$ cat config.mk
export PLATFORM = sky130hd
export DESIGN_NAME = atr_parser
export DESIGN_NICKNAME = d
export VERILOG_FILES = /design/src/rtl/atr_pkg.sv /design/src/rtl/atr_seq.sv /design/src/rtl/atr_fields.sv /design/src/rtl/atr_lrc.sv /design/src/rtl/atr_parser.sv
export SDC_FILE = /design/constraint.sdc
export NUM_CORES = 1
export LEC_CHECK = 0
export BUFFER_PORTS_ARGS = -buffer_cell sky130_fd_sc_hd__buf_2
export CAP_MARGIN = 20
export CORE_MARGIN = 10
export CORE_UTILIZATION = 35
export CTS_CLUSTER_DIAMETER = 40
export CTS_CLUSTER_SIZE = 25
export DETAILED_ROUTE_END_ITERATION = 12
export SYNTH_ARGS = -nofsm -noshare
export SYNTH_HDL_FRONTEND = slang
export SYNTH_SLANG_ARGS = --single-unit
export TNS_END_PERCENT = 100
$ cat constraint.sdc
create_clock -name clk -period 6.5 [get_ports clk]
set_clock_uncertainty 0.05 [all_clocks]
set_input_delay 0.65 -clock clk [delete_from_list [all_inputs] [get_ports clk]]
set_output_delay 0.65 -clock clk [all_outputs]
set_load 0.01 [all_outputs]
$ cat src/rtl/atr_pkg.sv
`timescale 1ns/1ps
// Shared types for the answer-to-reset extractor.
package atr_pkg;

    // Meaning given to the byte currently on the input.
    typedef enum logic [3:0] {
        ROLE_TS,
        ROLE_FMT,
        ROLE_TA,
        ROLE_TB,
        ROLE_TC,
        ROLE_TD,
        ROLE_HIST,
        ROLE_TCK,
        ROLE_NONE
    } role_t;

    // Parse position.
    typedef enum logic [2:0] {
        ST_TS,
        ST_FMT,
        ST_IFC,
        ST_HIST,
        ST_TCK,
        ST_FIN
    } seq_st_t;

    localparam logic [7:0] TS_INVERSE = 8'h3F;

endpackage

$ cat src/rtl/atr_seq.sv
`timescale 1ns/1ps
// Parse sequencer: decides the role of each incoming byte by following
// the presence maps of the format and chaining bytes, counts historical
// bytes and decides whether a check byte closes the string.
// Assumes byte_vld is a one-cycle qualifier per byte.
module atr_seq
    import atr_pkg::*;
#(
    parameter int GRP_W = 3
) (
    input  logic             clk,
    input  logic             rst_n,
    input  logic             restart,
    input  logic             vld,
    input  logic [7:0]       dat,
    output role_t            role,
    output logic [GRP_W-1:0] grp,
    output logic             last
);

    localparam logic [GRP_W-1:0] GRP_MAX   = '1;
    localparam logic [GRP_W-1:0] GRP_FIRST = GRP_W'(1);

    seq_st_t          st, st_n;
    logic [3:0]       pend, pend_n;
    logic [3:0]       hist_left, hist_n;
    logic             tck_need, tck_n;
    logic [GRP_W-1:0] grp_n;

    // Role of the current byte from position and lowest pending presence bit.
    always_comb begin
        case (st)
            ST_TS:   role = ROLE_TS;
            ST_FMT:  role = ROLE_FMT;
            ST_IFC: begin
                if (pend[0])      role = ROLE_TA;
                else if (pend[1]) role = ROLE_TB;
                else if (pend[2]) role = ROLE_TC;
                else              role = ROLE_TD;
            end
            ST_HIST: role = ROLE_HIST;
            ST_TCK:  role = ROLE_TCK;
            default: role = ROLE_NONE;
        endcase
    end

    // Next parse position if the current byte is accepted.
    always_comb begin
        pend_n = pend;
        hist_n = hist_left;
        tck_n  = tck_need;
        grp_n  = grp;
        st_n   = st;
        case (role)
            ROLE_TS:  st_n = ST_FMT;
            ROLE_FMT: begin
                pend_n = dat[7:4];
                hist_n = dat[3:0];
                grp_n  = GRP_FIRST;
            end
            ROLE_TA:  pend_n[0] = 1'b0;
            ROLE_TB:  pend_n[1] = 1'b0;
            ROLE_TC:  pend_n[2] = 1'b0;
            ROLE_TD: begin
                pend_n = dat[7:4];
                if (grp != GRP_MAX) grp_n = grp + 1'b1;
                if (dat[3:0] != 4'd0) tck_n = 1'b1;
            end
            ROLE_HIST: hist_n = hist_left - 4'd1;
            ROLE_TCK:  st_n = ST_FIN;
            default: ;
        endcase
        if (role inside {ROLE_FMT, ROLE_TA, ROLE_TB, ROLE_TC, ROLE_TD, ROLE_HIST}) begin
            if (pend_n != 4'd0)      st_n = ST_IFC;
            else if (hist_n != 4'd0) st_n = ST_HIST;
            else if (tck_n)          st_n = ST_TCK;
            else                     st_n = ST_FIN;
        end
    end

    assign last = vld && (st != ST_FIN) && (st_n == ST_FIN);

    // Advance the parse position on every accepted byte.
    always_ff @(posedge clk) begin
        if (!rst_n || restart) begin
            st        <= ST_TS;
            pend      <= 4'd0;
            hist_left <= 4'd0;
            tck_need  <= 1'b0;
            grp       <= '0;
        end else if (vld) begin
            st        <= st_n;
            pend      <= pend_n;
            hist_left <= hist_n;
            tck_need  <= tck_n;
            grp       <= grp_n;
        end
    end

endmodule

$ cat src/rtl/atr_fields.sv
`timescale 1ns/1ps
// Parameter capture: loads each output register from the byte whose
// role and group select it; all others keep their defaults.
// Assumes role and grp come from atr_seq for the same byte.
module atr_fields
    import atr_pkg::*;
#(
    parameter int         GRP_W    = 3,
    parameter int         BLK_GRP  = 3,
    parameter logic [3:0] DEF_FI   = 4'd1,
    parameter logic [3:0] DEF_DI   = 4'd1,
    parameter logic [7:0] DEF_IFSC = 8'd32,
    parameter logic [3:0] DEF_CWI  = 4'd13,
    parameter logic [3:0] DEF_BWI  = 4'd4
) (
    input  logic             clk,
    input  logic             rst_n,
    input  logic             restart,
    input  logic             vld,
    input  role_t            role,
    input  logic [GRP_W-1:0] grp,
    input  logic [7:0]       dat,
    output logic             conv_inverse,
    output logic [3:0]       fi_idx,
    output logic [3:0]       di_idx,
    output logic [7:0]       guard_code,
    output logic [3:0]       proto_type,
    output logic [7:0]       ifsc,
    output logic [3:0]       cwi,
    output logic [3:0]       bwi,
    output logic             crc_sel,
    output logic             spec_mode,
    output logic             spec_lock,
    output logic [3:0]       spec_proto,
    output logic [3:0]       hist_cnt
);

    localparam logic [GRP_W-1:0] G1 = GRP_W'(1);
    localparam logic [GRP_W-1:0] G2 = GRP_W'(2);
    localparam logic [GRP_W-1:0] GB = GRP_W'(BLK_GRP);

    // Load defaults on restart, otherwise capture the selected field.
    always_ff @(posedge clk) begin
        if (!rst_n || restart) begin
            conv_inverse <= 1'b0;
            fi_idx       <= DEF_FI;
            di_idx       <= DEF_DI;
            guard_code   <= 8'd0;
            proto_type   <= 4'd0;
            ifsc         <= DEF_IFSC;
            cwi          <= DEF_CWI;
            bwi          <= DEF_BWI;
            crc_sel      <= 1'b0;
            spec_mode    <= 1'b0;
            spec_lock    <= 1'b0;
            spec_proto   <= 4'd0;
            hist_cnt     <= 4'd0;
        end else if (vld) begin
            case (role)
                ROLE_TS:  conv_inverse <= (dat == TS_INVERSE);
                ROLE_FMT: hist_cnt <= dat[3:0];
                ROLE_TA: begin
                    if (grp == G1) begin
                        fi_idx <= dat[7:4];
                        di_idx <= dat[3:0];
                    end else if (grp == G2) begin
                        spec_mode  <= 1'b1;
                        spec_lock  <= dat[7];
                        spec_proto <= dat[3:0];
                    end else if (grp == GB) begin
                        ifsc <= dat;
                    end
                end
                ROLE_TB: begin
                    if (grp == GB) begin
                        bwi <= dat[7:4];
                        cwi <= dat[3:0];
                    end
                end
                ROLE_TC: begin
                    if (grp == G1)      guard_code <= dat;
                    else if (grp == GB) crc_sel <= dat[0];
                end
                ROLE_TD: begin
                    if (grp == G1) proto_type <= dat[3:0];
                end
                default: ;
            endcase
        end
    end

endmodule

$ cat src/rtl/atr_lrc.sv
`timescale 1ns/1ps
// Running XOR over every byte after the initial one; at the final
// byte it raises the completion pulse and judges the check byte.
// Assumes last marks the byte that ends the string.
module atr_lrc
    import atr_pkg::*;
(
    input  logic       clk,
    input  logic       rst_n,
    input  logic       restart,
    input  logic       vld,
    input  role_t      role,
    input  logic       last,
    input  logic [7:0] dat,
    output logic       done,
    output logic       chk_err
);

    logic [7:0] acc;

    // Accumulate the XOR of all counted bytes.
    always_ff @(posedge clk) begin
        if (!rst_n || restart) acc <= 8'd0;
        else if (vld && role != ROLE_TS && role != ROLE_NONE) acc <= acc ^ dat;
    end

    // Completion pulse and check verdict, registered together.
    always_ff @(posedge clk) begin
        if (!rst_n || restart) begin
            done    <= 1'b0;
            chk_err <= 1'b0;
        end else begin
            done <= last;
            if (last) chk_err <= (role == ROLE_TCK) && ((acc ^ dat) != 8'd0);
        end
    end

endmodule

$ cat src/rtl/atr_parser.sv
`timescale 1ns/1ps
// Answer-to-reset extractor top: sequencer, parameter capture and check
// unit. Assumes bytes after the initial one arrive in logical form.
module atr_parser
    import atr_pkg::*;
#(
    parameter int         GRP_W    = 3,
    parameter int         BLK_GRP  = 3,
    parameter logic [3:0] DEF_FI   = 4'd1,
    parameter logic [3:0] DEF_DI   = 4'd1,
    parameter logic [7:0] DEF_IFSC = 8'd32,
    parameter logic [3:0] DEF_CWI  = 4'd13,
    parameter logic [3:0] DEF_BWI  = 4'd4
) (
    input  logic       clk,
    input  logic       rst_n,
    input  logic       card_reset,
    input  logic       byte_vld,
    input  logic [7:0] byte_dat,
    output logic       conv_inverse,
    output logic [3:0] fi_idx,
    output logic [3:0] di_idx,
    output logic [7:0] guard_code,
    output logic [3:0] proto_type,
    output logic [7:0] ifsc,
    output logic [3:0] cwi,
    output logic [3:0] bwi,
    output logic       crc_sel,
    output logic       spec_mode,
    output logic       spec_lock,
    output logic [3:0] spec_proto,
    output logic [3:0] hist_cnt,
    output logic       done,
    output logic       chk_err
);

    role_t            role;
    logic [GRP_W-1:0] grp;
    logic             last;

    atr_seq #(.GRP_W(GRP_W)) u_seq (
        .clk     (clk),
        .rst_n   (rst_n),
        .restart (card_reset),
        .vld     (byte_vld),
        .dat     (byte_dat),
        .role    (role),
        .grp     (grp),
        .last    (last)
    );

    atr_fields #(
        .GRP_W    (GRP_W),
        .BLK_GRP  (BLK_GRP),
        .DEF_FI   (DEF_FI),
        .DEF_DI   (DEF_DI),
        .DEF_IFSC (DEF_IFSC),
        .DEF_CWI  (DEF_CWI),
        .DEF_BWI  (DEF_BWI)
    ) u_fields (
        .clk          (clk),
        .rst_n        (rst_n),
        .restart      (card_reset),
        .vld          (byte_vld),
        .role         (role),
        .grp          (grp),
        .dat          (byte_dat),
        .conv_inverse (conv_inverse),
        .fi_idx       (fi_idx),
        .di_idx       (di_idx),
        .guard_code   (guard_code),
        .proto_type   (proto_type),
        .ifsc         (ifsc),
        .cwi          (cwi),
        .bwi          (bwi),
        .crc_sel      (crc_sel),
        .spec_mode    (spec_mode),
        .spec_lock    (spec_lock),
        .spec_proto   (spec_proto),
        .hist_cnt     (hist_cnt)
    );

    atr_lrc u_lrc (
        .clk     (clk),
        .rst_n   (rst_n),
        .restart (card_reset),
        .vld     (byte_vld),
        .role    (role),
        .last    (last),
        .dat     (byte_dat),
        .done    (done),
        .chk_err (chk_err)
    );

endmodule

==> results of run 1 <==
==> state kept, by name, indices dropped and copies added (netlist names), 4 cells and up <==
name	cells
u_fields.bwi	4
u_fields.cwi	4
u_fields.di_idx	4
u_fields.fi_idx	4
u_fields.guard_code	8
u_fields.hist_cnt	4
u_fields.ifsc	8
u_fields.proto_type	4
u_fields.spec_proto	4
u_lrc.acc	8
u_seq.hist_left	4
u_seq.pend	4
==> cell usage after synthesis (3+ instances only) <==
cell type  count
o21ai_0       13
ha_1           6
nand3_1        7
a21oi_1       22
nor2b_1        3
inv_1         11
nand2_1       34
nor2_2         3
nor2_1        61
clkbuf_1      19
xor2_1        16
buf_2          3
o211ai_1       3
mux2i_1       43
dfxtp_1       73
nor4_1         6
nand2b_1       6
==> cell type report <==
class                           instances  share of cell area (%)
Clock buffer                            9                    3.21
Tap cell                              111                    3.60
Sequential cell                        73                    37.8
Timing Repair Buffer                   62                    8.10
Inverter                               11                    1.07
Clock inverter                          7                    2.62
Multi-Input combinational cell        260                    43.6
==> kinds of logic after synthesis <==
| family | count (synthesis) |
|---|---|
| mux | 44 |
| xor+xnor | 17 |
| flops | 73 |
| simple gates | 135 |
| fa+ha+maj | 6 |
| compound gates | 58 |
| buf+inv | 35 |
==> path summary, 6_finish.rpt <==
| check | slack, ns | cells past startpoint | end |
|---|---|---|---|
| max | 3.80 | 6 | u_seq.st[0] |
| min | 0.39 | 2 | u_fields.spec_mode |
| max reg2reg | 3.80 | 6 | u_seq.st[0] |
| min reg2reg | 0.39 | 2 | u_fields.spec_mode |
==> routing by layer <==
metal | wire (um) | global-route usage [%]
met1 | 4140 | 17.2
met2 | 3830 | 19.2
met3 | 596 | 4.03
met4 | 116 | 5.27
met5 | 0 | 0
==> metrics by stage <==
stage	power (mW)	cells	util (%)
after floorplan	0.502	368	-
after global placement	0.518	517	39.5
after detailed placement	0.518	517	39.5
after CTS	0.917	533	42.0
after global routing	0.942	533	42.0
final	0.911	533	42.0
==> report_power, final <==
part | internal, mW | total [mW] | switching [mW]
Clock | 0.219 | 0.403 | 0.183
Sequential | 0.449 | 0.453 | 0.00376
Combinational | 0.0164 | 0.0554 | 0.0390
Total | 0.685 | 0.911 | 0.226
==> worst reg2reg max path, cell delays in order (launching register included) <==
cell and delay [ns]:
dfxtp_1 0.82, nor4b_2 0.48, nand2b_1 0.19, o21bai_1 0.23
or4b_1 0.48, a21boi_1 0.22, a21oi_1 0.10
==> results.yml, run 1 <==
run_status:
  status: "complete, no violations"
synthesis:
  synth_top_family_by_area: "simple AND/OR/NAND/NOR gates"
  syn_inst: 368
  synthTopCellsByArea: "dfxtp_1, mux2i_1, nor2_1, xor2_1, nand2_1"
  synth_area_mm2: 0.00328
  postSynthAreaPerCell_um2: 8.93
  synthesis.nets: 386
  synth_mux_area_share_pct: 13.5
  synth_compound_area_share_pct: 11.0
  async_reset_ff_share_pct: 0
  yosysSeqAreaShare_pct: 44.5
  synth_seq_cells: 73
  ys.flop_type: "dfxtp_1"
  synth-simple-area-share_pct: 19.8
  ys_types: 49
  synth_top_cell_by_area: "dfxtp_1"
  synth_edf_count: 0
  yosys_warnings: 0
  synth-adder-area-share_pct: 2.29
  synth-xor-area-share_pct: 4.53
  yosysTopAreaCellShare_pct: 44.5
cts:
  cts.sinks: 73
  clock_latency_ns: 0.35
  cts_root_buf: "clkbuf_8"
  ctsHoldBuffers: 0
  cts_buffers: 9
  cts.htree.levels: 3
  cts_tree: "yes"
  cts_max_path_buffers: 2
  post_cts_resized: 0
  path_clk_slew_ns: 0.08
  post-cts-setup-buffers: 0
timing:
  worst_slack_ns: 3.80
  finalSetupViolations: 0
  finalHoldViolCount: 0
  fmax_ghz: 0.371
  slew_headroom_pct: 35.0
  finalCritPeriodShare_pct: 41.5
  rsz0062_at_grt: "no"
  period_minus_slack_ns: 2.70
  final_max_slew_viol_count: 0
  fin_setup_tns_ns: 0
  hold_slack_ns: 0.392
  worst_pin_slew_ns: 0.971
placed_design:
  io_buffer_count: 61
  place_congestion: 0.915
  placed_cell_area_mm2: 0.00364
  dp_hpwl_um: 5900
  place_ws_ns: 3.80
routing:
  drt_pass1_iterations: 6
  wl_per_cell_um: 16.3
  drt_iter0_drc: 170
  drc_errors: 0
  viasPerCell: 5.04
  wl_um: 8680
  ant_nets: 0
  vias: 2688
floorplan:
  core_area_mm2: 0.00920
  chipHeight_um: 117
  die-area_mm2: 0.0137
  ios: 62
  start_util_pct: 35.7
  die_x_um: 117
  rows: 35
min_path:
  hp-start: "u_fields.spec_mode"
  hp-class: "register to register"
global_route:
  grt_pass1_vias: 2662
  track_usage_pct: 13.0
  overflow: 0
  antenna_found_initial: 0
  grt_max_degree: 64
  grt_pass1_wl_um: 14100
critical_path:
  worst-path-buf-inv: 0
  max_stage_delay_ns: 0.82
  rr_startpoint: "u_seq.st[1]"
  arrival_ns: 2.87
  worst_setup_path_start_kind: "register"
  crit_chain: "nor4b_2, nand2b_1, o21bai_1, or4b_1, a21boi_1, a21oi_1"
  worstPathRequired_ns: 6.67
  crit_type: "register to register"
  end_kind: "register"
  cp_top_family: "simple AND/OR/NAND/NOR gates"
  worstSetupStartpoint: "u_seq.st[1]"
  cp_max_fo: 27
  cpMaxStageDelayCell: "dfxtp_1"
final_layout:
  fillers: 921
  multi_input_area_mm2: 0.00168
  regArea_mm2: 0.00146
  n_antenna_cell: 0
  nets: 435
  area_delta_synth_final_pct: 17.6
  postLayoutCellArea_mm2: 0.00386
  most-common-layout-cells: "dfxtp_1, nor2_1, buf_2, mux2i_1, nand2_1"
  drive_above_1_share_pct: 20.9
  layout_commonest_cell: "dfxtp_1"
pwr:
  ir_worst_vdd_v: 0.000131
  powerDensity_mw_per_mm2: 236
  p_leak_nw: 1.62
flow_run:
  maxCapViolCount: 0
(Power assumes the default switching activity.)
==> inputs of run 2 (changes only) <==
Clock period 6.5 ns to 2.7 ns, I/O delays scaled along.
==> results.yml, run 2 (synthesis gave the netlist of run 1 again) <==
global_route:
  grt_pass1_wl_um: 14500
  antenna_found_initial: 0
  track_usage_pct: 13.4
  overflow: 0
  grt_max_degree: 41
  grt_pass1_vias: 2847
placed_design:
  place_congestion: 0.821
  place_inst: 524
  io_buffer_count: 61
  dp_hpwl_um: 6050
  placed_cell_area_mm2: 0.00369
final_layout:
  most-common-layout-cells: "dfxtp_1, nor2_1, buf_2, mux2i_1, nand2_1"
  area_delta_synth_final_pct: 18.8
  postLayoutCellArea_mm2: 0.00390
  final_util_pct: 42.4
  n_antenna_cell: 0
  layout_commonest_cell: "dfxtp_1"
  fin_cells: 540
  drive_above_1_share_pct: 22.4
  fillers: 959
  nets: 442
  largestRegisters: "u_fields.guard_code: 8 flops, u_fields.ifsc: 8 flops, u_lrc.acc: 8 flops"
critical_path:
  worst_setup_path_start_kind: "register"
  worstSetupStartpoint: "u_seq.st[1]"
  cp_max_fo: 11
  end_kind: "register"
  crit_chain: "nor4b_2, nand2b_1, o21bai_1, or4b_1, a21boi_1, nor3_1"
  rr_startpoint: "u_seq.st[1]"
  arrival_ns: 2.51
  cpMaxStageDelayCell: "dfxtp_1"
  crit_type: "register to register"
  worstPathRequired_ns: 2.86
  max_stage_delay_ns: 0.53
floorplan:
  rows: 35
  die-area_mm2: 0.0137
  core_area_mm2: 0.00920
  chipHeight_um: 117
  die_x_um: 117
  ios: 62
  start_util_pct: 35.7
cts:
  cts.htree.levels: 3
  cts_buffers: 9
  cts_tree: "yes"
  clock_latency_ns: 0.35
  cts_root_buf: "clkbuf_8"
  post-cts-setup-buffers: 0
  cts.sinks: 73
  ctsHoldBuffers: 0
  path_clk_slew_ns: 0.08
  cts_max_path_buffers: 2
timing:
  finalCritPeriodShare_pct: 86.9
  finalSetupViolations: 0
  final_max_slew_viol_count: 0
  slew_headroom_pct: 28.7
  period_minus_slack_ns: 2.35
  fmax_ghz: 0.426
  fin_setup_tns_ns: 0
  rsz0062_at_grt: "no"
  finalHoldViolCount: 0
  worst_pin_slew_ns: 1.07
  hold_slack_ns: 0.255
pwr:
  clkPwrFrac_pct: 42.3
  ir_worst_vdd_v: 0.000277
  pwr-share-seq_pct: 51.1
  p_leak_nw: 1.66
  switchingPower_mw: 0.544
  internal-power_mw: 1.59
  p_sw_share_pct: 25.5
  powerDensity_mw_per_mm2: 547
  power.share.combinational_pct: 6.6
min_path:
  hp-start: "byte_dat[5]"
  hp-class: "input port to register"
routing:
  wl_um: 8750
  drc_errors: 0
  drt_iter0_drc: 149
  ant_nets: 0
  wl_per_cell_um: 16.2
  drt_pass1_iterations: 4
  viasPerCell: 5.16
  vias: 2784
run_status:
  status: "complete, no violations"
flow_run:
  maxCapViolCount: 0
run 2: cell types whose count changed in the layout (fill, tap and decap cells not counted):
cell / delta
clkinv_4: +2
buf_4: +7
bufinv_16: -1
clkinvlp_4: -2
clkbuf_8: +1
nor2b_2: +1
nor2b_1: -1
run 2: through the flow:
| step | power [mW] | setup WS (ns) |
|---|---|---|
| 6_report | 2.13 | 0.353 |
| 5_1_grt | 2.21 | 0.111 |
| 4_1_cts | 2.15 | 0.234 |
| 3_5_place_dp | 1.25 | 0.249 |
| 3_3_place_gp | 1.25 | 0.355 |
| 2_1_floorplan | 1.21 | 0.637 |
run 2: cell type report:
class / count / area, um2 / share of cell area, %
timing repair buffer: 69 / 365 / 9.36
clock buffer: 10 / 138 / 3.53
multi-input combinational: 260 / 1680 / 43.2
sequential: 73 / 1460 / 37.4
inverter: 11 / 41.3 / 1.06
tap: 111 / 139 / 3.56
clock inverter: 6 / 73.8 / 1.89
run 2: worst paths after layout:
| kind | endpoint | slack, ns | cells after the start |
|---|---|---|---|
| worst min register to register | u_fields.spec_mode | 0.40 | 2 |
| worst max register to register | u_lrc.done | 0.35 | 6 |
| worst max-delay path | u_lrc.done | 0.35 | 6 |
| worst min-delay path | u_fields.ifsc[5] | 0.25 | 3 |
run 2: worst max-delay path: cells and delay by family (launching register included):
family | cells | cell delay, ns
AOI/OAI and AO/OA | 2 | 0.47
and+or+nand+nor | 4 | 1.16
DFF | 1 | 0.53
run 2: power by group through the flow:
| stage | Clock (mW) | Sequential (mW) | Combinational (mW) |
|---|---|---|---|
| final | 0.903 | 1.09 | 0.140 |
| after CTS | 0.924 | 1.09 | 0.140 |
| after detailed placement | 0 | 1.11 | 0.140 |
| after global routing | 0.964 | 1.09 | 0.155 |
| after floorplan | 0 | 1.11 | 0.0969 |
| after global placement | 0 | 1.11 | 0.138 |
run 2: routing by layer:
metal	GRT usage (%)	part of all wire (%)	vias to the layer above
met5	0	0	-
met2	20.9	46	76
met4	5.44	1.3	0
li1	-	-	1373
met3	3.87	6.6	10
met1	16.9	46	1325
run 2: what timing repair did:
item,CTS,global route
gates resized for setup,0,1
hold endpoints to repair,0,0
setup endpoints to repair,0,1
==> inputs of run 3 (changes only) <==
Settings changed: CORE_MARGIN 10 to 2.
==> results.yml, run 3 (synthesis gave the netlist of run 1 again) <==
pwr:
  ir_worst_vdd_v: 0.000274
  p_leak_nw: 1.64
  powerDensity_mw_per_mm2: 513
timing:
  finalSetupViolations: 0
  period_minus_slack_ns: 2.31
  final_max_slew_viol_count: 0
  finalCritPeriodShare_pct: 85.5
  rsz0062_at_grt: "no"
  fin_setup_tns_ns: 0
  hold_slack_ns: 0.249
  fmax_ghz: 0.433
  finalHoldViolCount: 0
  worst_slack_ns: 0.391
  worst_pin_slew_ns: 0.827
  slew_headroom_pct: 44.9
placed_design:
  place_congestion: 0.813
  dp_hpwl_um: 5680
  place_inst: 525
  place_ws_ns: 0.270
  io_buffer_count: 61
cts:
  cts.htree.levels: 3
  clock_latency_ns: 0.34
  path_clk_slew_ns: 0.08
  ctsHoldBuffers: 0
  post-cts-setup-buffers: 0
  cts.sinks: 73
  cts_tree: "yes"
  cts_max_path_buffers: 2
  cts_root_buf: "clkbuf_8"
  cts_buffers: 9
floorplan:
  ios: 62
  core_area_mm2: 0.00915
  chipHeight_um: 101
  die-area_mm2: 0.0102
  rows: 35
  start_util_pct: 35.9
  die_x_um: 101
critical_path:
  crit_type: "register to register"
  end_kind: "register"
  worstPathRequired_ns: 2.84
  worst_setup_path_start_kind: "register"
  cp_max_fo: 12
  arrival_ns: 2.45
flow_run:
  maxCapViolCount: 0
global_route:
  grt_pass1_wl_um: 13900
  antenna_found_initial: 0
  track_usage_pct: 17.4
  grt_pass1_vias: 2804
  grt_max_degree: 40
  overflow: 0
routing:
  ant_nets: 0
  wl_per_cell_um: 15.3
  vias: 2784
  drt_pass1_iterations: 4
  drc_errors: 0
  wl_um: 8300
  viasPerCell: 5.15
  drt_iter0_drc: 157
final_layout:
  layout_commonest_cell: "dfxtp_1"
  largestRegisters: "u_fields.guard_code: 8 flops, u_fields.ifsc: 8 flops, u_lrc.acc: 8 flops"
  fillers: 911
  nets: 444
  most-common-layout-cells: "dfxtp_1, nor2_1, buf_2, mux2i_1, nand2_1"
  fin_cells: 541
  area_delta_synth_final_pct: 18.0
  drive_above_1_share_pct: 22.6
  n_antenna_cell: 0
min_path:
  hp-class: "input port to register"
run_status:
  status: "complete, no violations"
[run 3: cell count changes in the layout (fill, tap and decap cells not counted), sizes merged]
cell and change:
bufinv -1, inv -1, clkinvlp +3, clkinv -1, clkbuf -1, buf +2
[run 3: repair_timing]
item	CTS	global route
gates resized for setup	0	1
endpoints found under the setup margin	0	1
endpoints found under the hold margin	0	0
[run 3: worst max-delay path, stage by stage (launching register included)]
cell	delay [ns]
dfxtp_1	0.57
nor2b_2	0.43
o2111ai_1	0.24
or4b_1	0.58
a21boi_1	0.23
nor3_1	0.06
[run 3: layout make-up]
class	count	area, um2	share of cell area (%)
well taps	111	139	3.58
clock buffers	9	124	3.20
repair buffers	71	380	9.82
clock inverters	6	45.0	1.16
flip-flops and latches	73	1460	37.7
multi-input cells	260	1680	43.5
inverters	11	41.3	1.07
[run 3: worst paths after layout]
kind	to	slack, ns	cells past startpoint	startpoint
hold / removal	u_fields.ifsc[5]	0.25	3	byte_dat[5]
setup / recovery	u_lrc.done	0.39	5	u_seq.st[0]
hold reg to reg	u_fields.spec_mode	0.40	2	u_fields.spec_mode
setup reg to reg	u_lrc.done	0.39	5	u_seq.st[0]
[run 3: power breakdown]
| part | switching, mW | internal (mW) |
|---|---|---|
| sequential | 0.00804 | 1.08 |
| combinational | 0.0934 | 0.0449 |
| clock | 0.429 | 0.331 |
[run 3: per-layer routing]
metal	vias to the layer above	GRT usage [%]	part of all wire, %
met5	-	0	0
li1	1376	-	-
met4	0	6.64	1.0
met3	6	4.51	7.6
met2	90	27.8	47
met1	1312	22.6	44
[run 3: through the flow]
step	util (%)	power [mW]	instance area [um2]
final	42.3	1.99	3870
after CTS	42.2	2.01	3860
after global placement	40.4	1.25	3700
after floorplan	-	1.21	3280
after global routing	42.3	2.07	3870
after detailed placement	40.4	1.25	3700
